<file path="src/rtl/xfer_pkg.sv">
package xfer_pkg;
  localparam int ADDR_W  = 3;
  localparam int DATA_W  = 32;
  localparam int NUM_SRC = 2;
  localparam int SRC_RDY = 0;
  localparam int SRC_TC  = 1;

  typedef enum logic [ADDR_W-1:0] {
    ADDR_CTRL  = 3'd0,
    ADDR_CFG   = 3'd1,
    ADDR_STAT  = 3'd2,
    ADDR_RAW   = 3'd3,
    ADDR_EN    = 3'd4,
    ADDR_SET   = 3'd5,
    ADDR_CLR   = 3'd6,
    ADDR_COUNT = 3'd7
  } regAddr_e;

  // Strobes from control decode to datapath and flag bank
  typedef struct packed {
    logic               ldCtrl;
    logic               ldCfg;
    logic               ldEn;
    logic               ldCount;
    logic [NUM_SRC-1:0] swSet;
    logic [NUM_SRC-1:0] swClr;
    logic               rdyEdge;
  } strobe_t;
endpackage

</file>
<file path="src/rtl/xfer_ctrl.sv">
module xfer_ctrl
  import xfer_pkg::*;
(
  input  logic               clk,
  input  logic               rstN,
  input  logic               regWr,
  input  logic [ADDR_W-1:0]  regAddr,
  input  logic [NUM_SRC-1:0] flagBits,
  input  logic               devReady,
  output strobe_t            stb
);
  logic     readyQ;
  regAddr_e addrE;

  assign addrE = regAddr_e'(regAddr);

  always_ff @(posedge clk) begin
    if (!rstN) readyQ <= 1'b0;
    else       readyQ <= devReady;
  end

  always_comb begin
    stb         = '0;
    stb.rdyEdge = devReady & ~readyQ;
    if (regWr) begin
      case (addrE)
        ADDR_CTRL:  stb.ldCtrl  = 1'b1;
        ADDR_CFG:   stb.ldCfg   = 1'b1;
        ADDR_EN:    stb.ldEn    = 1'b1;
        ADDR_COUNT: stb.ldCount = 1'b1;
        ADDR_SET:   stb.swSet   = flagBits;
        ADDR_CLR:   stb.swClr   = flagBits;
        default:    ;
      endcase
    end
  end
endmodule

</file>
<file path="src/rtl/irq_flags.sv">
module irq_flags #(
  parameter int NUM_SRC = 2
) (
  input  logic               clk,
  input  logic               rstN,
  input  logic [NUM_SRC-1:0] hwEvt,
  input  logic [NUM_SRC-1:0] swSet,
  input  logic [NUM_SRC-1:0] swClr,
  input  logic               ldEn,
  input  logic [NUM_SRC-1:0] enIn,
  output logic [NUM_SRC-1:0] rawInt,
  output logic [NUM_SRC-1:0] intEn,
  output logic               irqOut
);
  for (genvar g = 0; g < NUM_SRC; g++) begin : gFlag
    always_ff @(posedge clk) begin
      if (!rstN)                      rawInt[g] <= 1'b0;
      else if (hwEvt[g] || swSet[g])  rawInt[g] <= 1'b1;
      else if (swClr[g])              rawInt[g] <= 1'b0;
    end
  end

  always_ff @(posedge clk) begin
    if (!rstN)     intEn <= '0;
    else if (ldEn) intEn <= enIn;
  end

  assign irqOut = |(rawInt & intEn);
endmodule

</file>
<file path="src/rtl/xfer_dp.sv">
module xfer_dp
  import xfer_pkg::*;
#(
  parameter int CNT_W       = 16,
  parameter int FIFO_DEPTH  = 16,
  parameter int BURST_WORDS = 4,
  parameter int LVL_W       = $clog2(FIFO_DEPTH + 1)
) (
  input  logic               clk,
  input  logic               rstN,
  input  strobe_t            stb,
  input  logic [ADDR_W-1:0]  regAddr,
  input  logic [DATA_W-1:0]  regWdata,
  input  logic               byteDone,
  input  logic               devReady,
  input  logic [LVL_W-1:0]   dmaFifoLevel,
  input  logic [LVL_W-1:0]   ctrlFifoLevel,
  input  logic [NUM_SRC-1:0] rawInt,
  input  logic [NUM_SRC-1:0] intEn,
  output logic               tcEvt,
  output logic               xferActive,
  output logic               dmaReq,
  output logic [CNT_W-1:0]   cntVal,
  output logic [DATA_W-1:0]  regRdata
);
  localparam logic [CNT_W-1:0] CNT_ONE   = CNT_W'(1);
  localparam logic [LVL_W-1:0] DEPTH_L   = LVL_W'(FIFO_DEPTH);
  localparam logic [LVL_W-1:0] SINGLE_L  = LVL_W'(1);
  localparam logic [LVL_W-1:0] BURST_L   = LVL_W'(BURST_WORDS);

  logic             startQ;
  logic             dirQ;
  logic             burstQ;
  logic [CNT_W-1:0] cntQ;
  logic [LVL_W-1:0] availWords;
  logic [LVL_W-1:0] needWords;
  logic             unusedBits;
  regAddr_e         addrE;

  assign unusedBits = ^regWdata;
  assign addrE      = regAddr_e'(regAddr);

  assign xferActive = startQ && (cntQ != '0);
  assign tcEvt      = xferActive && byteDone && (cntQ == CNT_ONE) && !stb.ldCount;
  assign cntVal     = cntQ;

  always_ff @(posedge clk) begin
    if (!rstN) begin
      startQ <= 1'b0;
      dirQ   <= 1'b0;
      burstQ <= 1'b0;
    end else begin
      if (stb.ldCtrl) startQ <= regWdata[0];
      if (stb.ldCfg) begin
        dirQ   <= regWdata[1];
        burstQ <= regWdata[2];
      end
    end
  end

  always_ff @(posedge clk) begin
    if (!rstN)                        cntQ <= '0;
    else if (stb.ldCount)             cntQ <= regWdata[CNT_W-1:0];
    else if (xferActive && byteDone)  cntQ <= cntQ - CNT_ONE;
  end

  // Room toward the device, or data from it, measured in FIFO words
  assign availWords = dirQ ? dmaFifoLevel : (DEPTH_L - dmaFifoLevel);
  assign needWords  = burstQ ? BURST_L : SINGLE_L;
  assign dmaReq     = xferActive && (availWords >= needWords);

  always_comb begin
    regRdata = '0;
    case (addrE)
      ADDR_CTRL:  regRdata[0] = startQ;
      ADDR_CFG:   regRdata[2:1] = {burstQ, dirQ};
      ADDR_STAT:  regRdata[2:0] = {dmaFifoLevel != '0, ctrlFifoLevel != '0, devReady};
      ADDR_RAW:   regRdata[NUM_SRC-1:0] = rawInt;
      ADDR_EN:    regRdata[NUM_SRC-1:0] = intEn;
      ADDR_COUNT: regRdata[CNT_W-1:0] = cntQ;
      default:    regRdata = '0;
    endcase
  end
endmodule

</file>
<file path="src/rtl/xfer_count_irq.sv">
module xfer_count_irq
  import xfer_pkg::*;
#(
  parameter int CNT_W       = 16,
  parameter int FIFO_DEPTH  = 16,
  parameter int BURST_WORDS = 4,
  parameter int LVL_W       = $clog2(FIFO_DEPTH + 1)
) (
  input  logic              clk,
  input  logic              rstN,
  input  logic              regWr,
  input  logic [ADDR_W-1:0] regAddr,
  input  logic [DATA_W-1:0] regWdata,
  output logic [DATA_W-1:0] regRdata,
  input  logic              byteDone,
  input  logic              devReady,
  input  logic [LVL_W-1:0]  dmaFifoLevel,
  input  logic [LVL_W-1:0]  ctrlFifoLevel,
  output logic              xferActive,
  output logic              dmaReq,
  output logic              irqOut
);
  strobe_t            stb;
  logic               tcEvt;
  logic [CNT_W-1:0]   cntVal;
  logic [NUM_SRC-1:0] rawInt;
  logic [NUM_SRC-1:0] intEn;
  logic [NUM_SRC-1:0] hwEvt;

  assign hwEvt[SRC_TC]  = tcEvt;
  assign hwEvt[SRC_RDY] = stb.rdyEdge;

  xfer_ctrl u_ctrl (
    .clk      (clk),
    .rstN     (rstN),
    .regWr    (regWr),
    .regAddr  (regAddr),
    .flagBits (regWdata[NUM_SRC-1:0]),
    .devReady (devReady),
    .stb      (stb)
  );

  xfer_dp #(
    .CNT_W       (CNT_W),
    .FIFO_DEPTH  (FIFO_DEPTH),
    .BURST_WORDS (BURST_WORDS),
    .LVL_W       (LVL_W)
  ) u_dp (
    .clk           (clk),
    .rstN          (rstN),
    .stb           (stb),
    .regAddr       (regAddr),
    .regWdata      (regWdata),
    .byteDone      (byteDone),
    .devReady      (devReady),
    .dmaFifoLevel  (dmaFifoLevel),
    .ctrlFifoLevel (ctrlFifoLevel),
    .rawInt        (rawInt),
    .intEn         (intEn),
    .tcEvt         (tcEvt),
    .xferActive    (xferActive),
    .dmaReq        (dmaReq),
    .cntVal        (cntVal),
    .regRdata      (regRdata)
  );

  irq_flags #(.NUM_SRC(NUM_SRC)) u_flags (
    .clk    (clk),
    .rstN   (rstN),
    .hwEvt  (hwEvt),
    .swSet  (stb.swSet),
    .swClr  (stb.swClr),
    .ldEn   (stb.ldEn),
    .enIn   (regWdata[NUM_SRC-1:0]),
    .rawInt (rawInt),
    .intEn  (intEn),
    .irqOut (irqOut)
  );
endmodule

</file>
<file path="config.mk">
export PLATFORM = sky130hd
export DESIGN_NAME = xfer_count_irq
export DESIGN_NICKNAME = d
export VERILOG_FILES = /design/src/rtl/xfer_pkg.sv /design/src/rtl/xfer_ctrl.sv /design/src/rtl/irq_flags.sv /design/src/rtl/xfer_dp.sv /design/src/rtl/xfer_count_irq.sv
export SDC_FILE = /design/constraint.sdc
export NUM_CORES = 1
export LEC_CHECK = 0
export ABC_CLOCK_PERIOD_IN_PS = 2800
export BUFFER_PORTS_ARGS = -buffer_cell sky130_fd_sc_hd__buf_4
export CORE_UTILIZATION = 48
export CTS_CLUSTER_DIAMETER = 200
export CTS_CLUSTER_SIZE = 30
export DETAILED_ROUTE_END_ITERATION = 8
export PLACE_DENSITY_LB_ADDON = 0.12
export SYNTH_ARGS = -nofsm -noshare
export SYNTH_HDL_FRONTEND = slang
export SYNTH_SLANG_ARGS = --single-unit
</file>
<file path="constraint.sdc">
create_clock -name clk -period 2.8 [get_ports clk]
set_input_delay 0.56 -clock clk [delete_from_list [all_inputs] [get_ports clk]]
set_output_delay 0.56 -clock clk [all_outputs]
set_load 0.01 [all_outputs]
</file>
==> impl_metrics.env <==
export IMPL_layout_common_cells="buf_4, dfxtp_1, o21ai_0, conb_1, and2_1"
export IMPL_fin_crit_sh=0.962
export IMPL_leakagePower_nw=0.984
export IMPL_first_global_vias=1708
export IMPL_crit_required_ns=2.24
export IMPL_cellPowerDensity_mw_per_mm2=406
export IMPL_tightest_slew_ns=0.555
export IMPL_synth_seq_cells=24
export IMPL_critPathKind="in2out"
export IMPL_die_x_um=65.6
export IMPL_diodes=0
export IMPL_syn_to_final_growth_pct=23.2
export IMPL_clockBufferDepth=2
export IMPL_die_y_um=65.6
export IMPL_drt_iter0_drc=120
export IMPL_die_area_sq_mm=0.00431
export IMPL_yosysWarnings=0
export IMPL_cp_num_buf_inv=3
export IMPL_postSynthAreaPerCell_sq_um=8.30
export IMPL_finalMaxSlewViolations=0
export IMPL_crit_path_max_fanout=3
export IMPL_core_sq_mm=0.00377
export IMPL_io_pins=85
export IMPL_ys_seq_area_frac=0.247
export IMPL_antenna_found_initial=0
export IMPL_p_sw_mw=0.295
export IMPL_cts_tree="yes"
export IMPL_intPower_mw=0.677
export IMPL_fmax_ghz=0.371
export IMPL_grt_pass1_wl_um=7730
export IMPL_hold_path_class="in2reg"
export IMPL_drt_wl_total_um=4880
export IMPL_drive_above_1_share=0.300
export IMPL_routed_wl_met3_um=200
export IMPL_crit_family="adder cells"
export IMPL_max_stage_delay_ns=0.36
export IMPL_finalHoldViolCount=0
export IMPL_synth_flop_cell="dfxtp_1"
export IMPL_total_power_mw=0.973
export IMPL_grt_max_degree=26
export IMPL_fin_crit_ns=2.69
export IMPL_dp_hpwl_um=3500
export IMPL_synth_edf_count=0
export IMPL_grt_overflow=0
export IMPL_antenna_left=0
export IMPL_critPathMostFrequentCell="buf_4"
export IMPL_arrival_ns=2.13
export IMPL_synth_area_sq_mm=0.00194
export IMPL_mostFrequentLayoutCell="buf_4"
export IMPL_drc_errors=0
export IMPL_initial_utilization=0.515
export IMPL_combPwrFrac=0.284
export IMPL_h_tree_depth=1
export IMPL_drtPass1Iterations=4
export IMPL_p_sw_frac=0.304
export IMPL_vias_per_cell=5.80
export IMPL_power_frac_clock=0.323
export IMPL_rows=22
export IMPL_status="finished, final reports clean"
export IMPL_postSynthCellCount=234
export IMPL_synth_cell_types=66
export IMPL_tns_ns=0
export IMPL_dr_max_layer_used="met4"
export IMPL_wl_met2_um=2490
export IMPL_maxCapViolations=0
export IMPL_cts_root_buf="clkbuf_8"
export IMPL_end_kind="output port"
export IMPL_cts_sinks=24
export IMPL_path_clk_slew_ns=0.10
export IMPL_ir_drop_v=0.000203
export IMPL_wl_met1_um=2120
export IMPL_crit_chain="buf_4 > inv_1 > ha_2 > nor2_2 > xor2_1 > ha_1 > a2111oi_4 > a41o_1 > a21boi_0 > buf_4"
export IMPL_port_buffers=52
export IMPL_power_frac_seq=0.393
export IMPL_start_kind="primary input"
export IMPL_crit_slowest_cell="ha_1"
export IMPL_drt_wirelength_per_cell_um=14.7
export IMPL_fin_nets=341
export IMPL_finalSetupViolations=0
export IMPL_skew_ns=0.00845
export IMPL_clk_latency_ns=0.28
export IMPL_rsz0062_at_grt="no"
export IMPL_grt_usage=0.228
export IMPL_vias=1920
export IMPL_slew_headroom=0.625
export IMPL_numCtsBuffers=3
export IMPL_synthArstFlopShare=0
export IMPL_whs_ns=0.523
export IMPL_place_congestion=0.848
## stage by stage
step                std cells  worst slack, ns  utilization  cell area [sq um]
floorplan                 249            0.306            -               2000
global placement          327           0.0708        0.608               2290
detailed placement        327           0.0185        0.608               2290
CTS                       331           0.0125        0.627               2370
global route              331           0.0196        0.635               2390
finish                    331            0.106        0.635               2390
## cell usage after synthesis, drive strengths merged (3+ instances only)
| library cell | count | area share |
|---|---|---|
| a21oi | 5 | 0.013 |
| a31oi | 11 | 0.035 |
| a41oi | 3 | 0.014 |
| and2 | 14 | 0.046 |
| and3 | 4 | 0.013 |
| buf | 17 | 0.064 |
| clkbuf | 8 | 0.023 |
| dfxtp | 24 | 0.25 |
| ha | 7 | 0.045 |
| inv | 9 | 0.017 |
| mux2i | 5 | 0.026 |
| nand2 | 8 | 0.015 |
| nand3 | 7 | 0.018 |
| nand4 | 4 | 0.016 |
| nor2 | 13 | 0.025 |
| nor3 | 3 | 0.0077 |
| nor4 | 5 | 0.035 |
| o21ai | 20 | 0.052 |
| o31ai | 7 | 0.027 |
| or3 | 7 | 0.025 |
| or4 | 9 | 0.039 |
## tightest hold or removal path, stage by stage
cell    delay, ns
buf_4        0.08
inv_1        0.04
nor2_1       0.08
## worst paths after layout
kind | startpoint | endpoint | slack [ns] | cells past startpoint
worst min-delay path | devReady | u_ctrl.readyQ | 0.52 | 3
worst max register to register | u_dp.cntVal[0] | u_dp.cntVal[5] | 0.79 | 7
worst max-delay path | dmaFifoLevel[0] | dmaReq | 0.11 | 10
worst min register to register | u_flags.intEn[0] | u_flags.intEn[0] | 0.53 | 2
## layout make-up
type | instances | area (sq um)
timing repair buffer | 57 | 428
multi-input combinational | 188 | 1320
clock inverter | 1 | 30.0
sequential | 24 | 480
clock buffer | 3 | 41.3
tap | 48 | 60.1
inverter | 10 | 37.5
fill | 366 | 1380
## power groups by stage
stage / sequential (mW) / combinational [mW] / clock (mW)
2_1_floorplan: 0.384 / 0.196 / 0
3_3_place_gp: 0.389 / 0.265 / 0
3_5_place_dp: 0.390 / 0.268 / 0
4_1_cts: 0.382 / 0.269 / 0.313
5_1_grt: 0.386 / 0.305 / 0.330
6_report: 0.382 / 0.276 / 0.314
## kinds of logic after synthesis
kind of cell             Yosys count  synth area share
AO/OA/AOI/OAI                     67             0.238
XOR/XNOR                           3            0.0135
adder cells (fa/ha/maj)            7            0.0451
buffers and inverters             37             0.118
flip-flops                        24             0.247
multiplexers                       6            0.0316
other                              1           0.00193
AND/OR/NAND/NOR                   89             0.305
## state kept, by name, indices dropped and copies added (netlist names)
| signal | count |
|---|---|
| u_dp.dirQ | 1 |
| u_flags.rawInt | 2 |
| u_dp.burstQ | 1 |
| u_flags.intEn | 2 |
| u_dp.startQ | 1 |
| u_dp.cntVal | 16 |
| u_ctrl.readyQ | 1 |
## timing repair
action	CTS	global route
resized for setup	0	6
setup endpoints to repair	0	1
setup buffers	0	0
hold endpoints to repair	0	0
hold buffers	0	0
## layer usage
metal,up-vias,global-route usage
met2,49,0.409
li1,965,-
met4,0,0.0598
met5,-,0
met1,900,0.288
met3,6,0.0208
(Power assumes the default switching activity.)
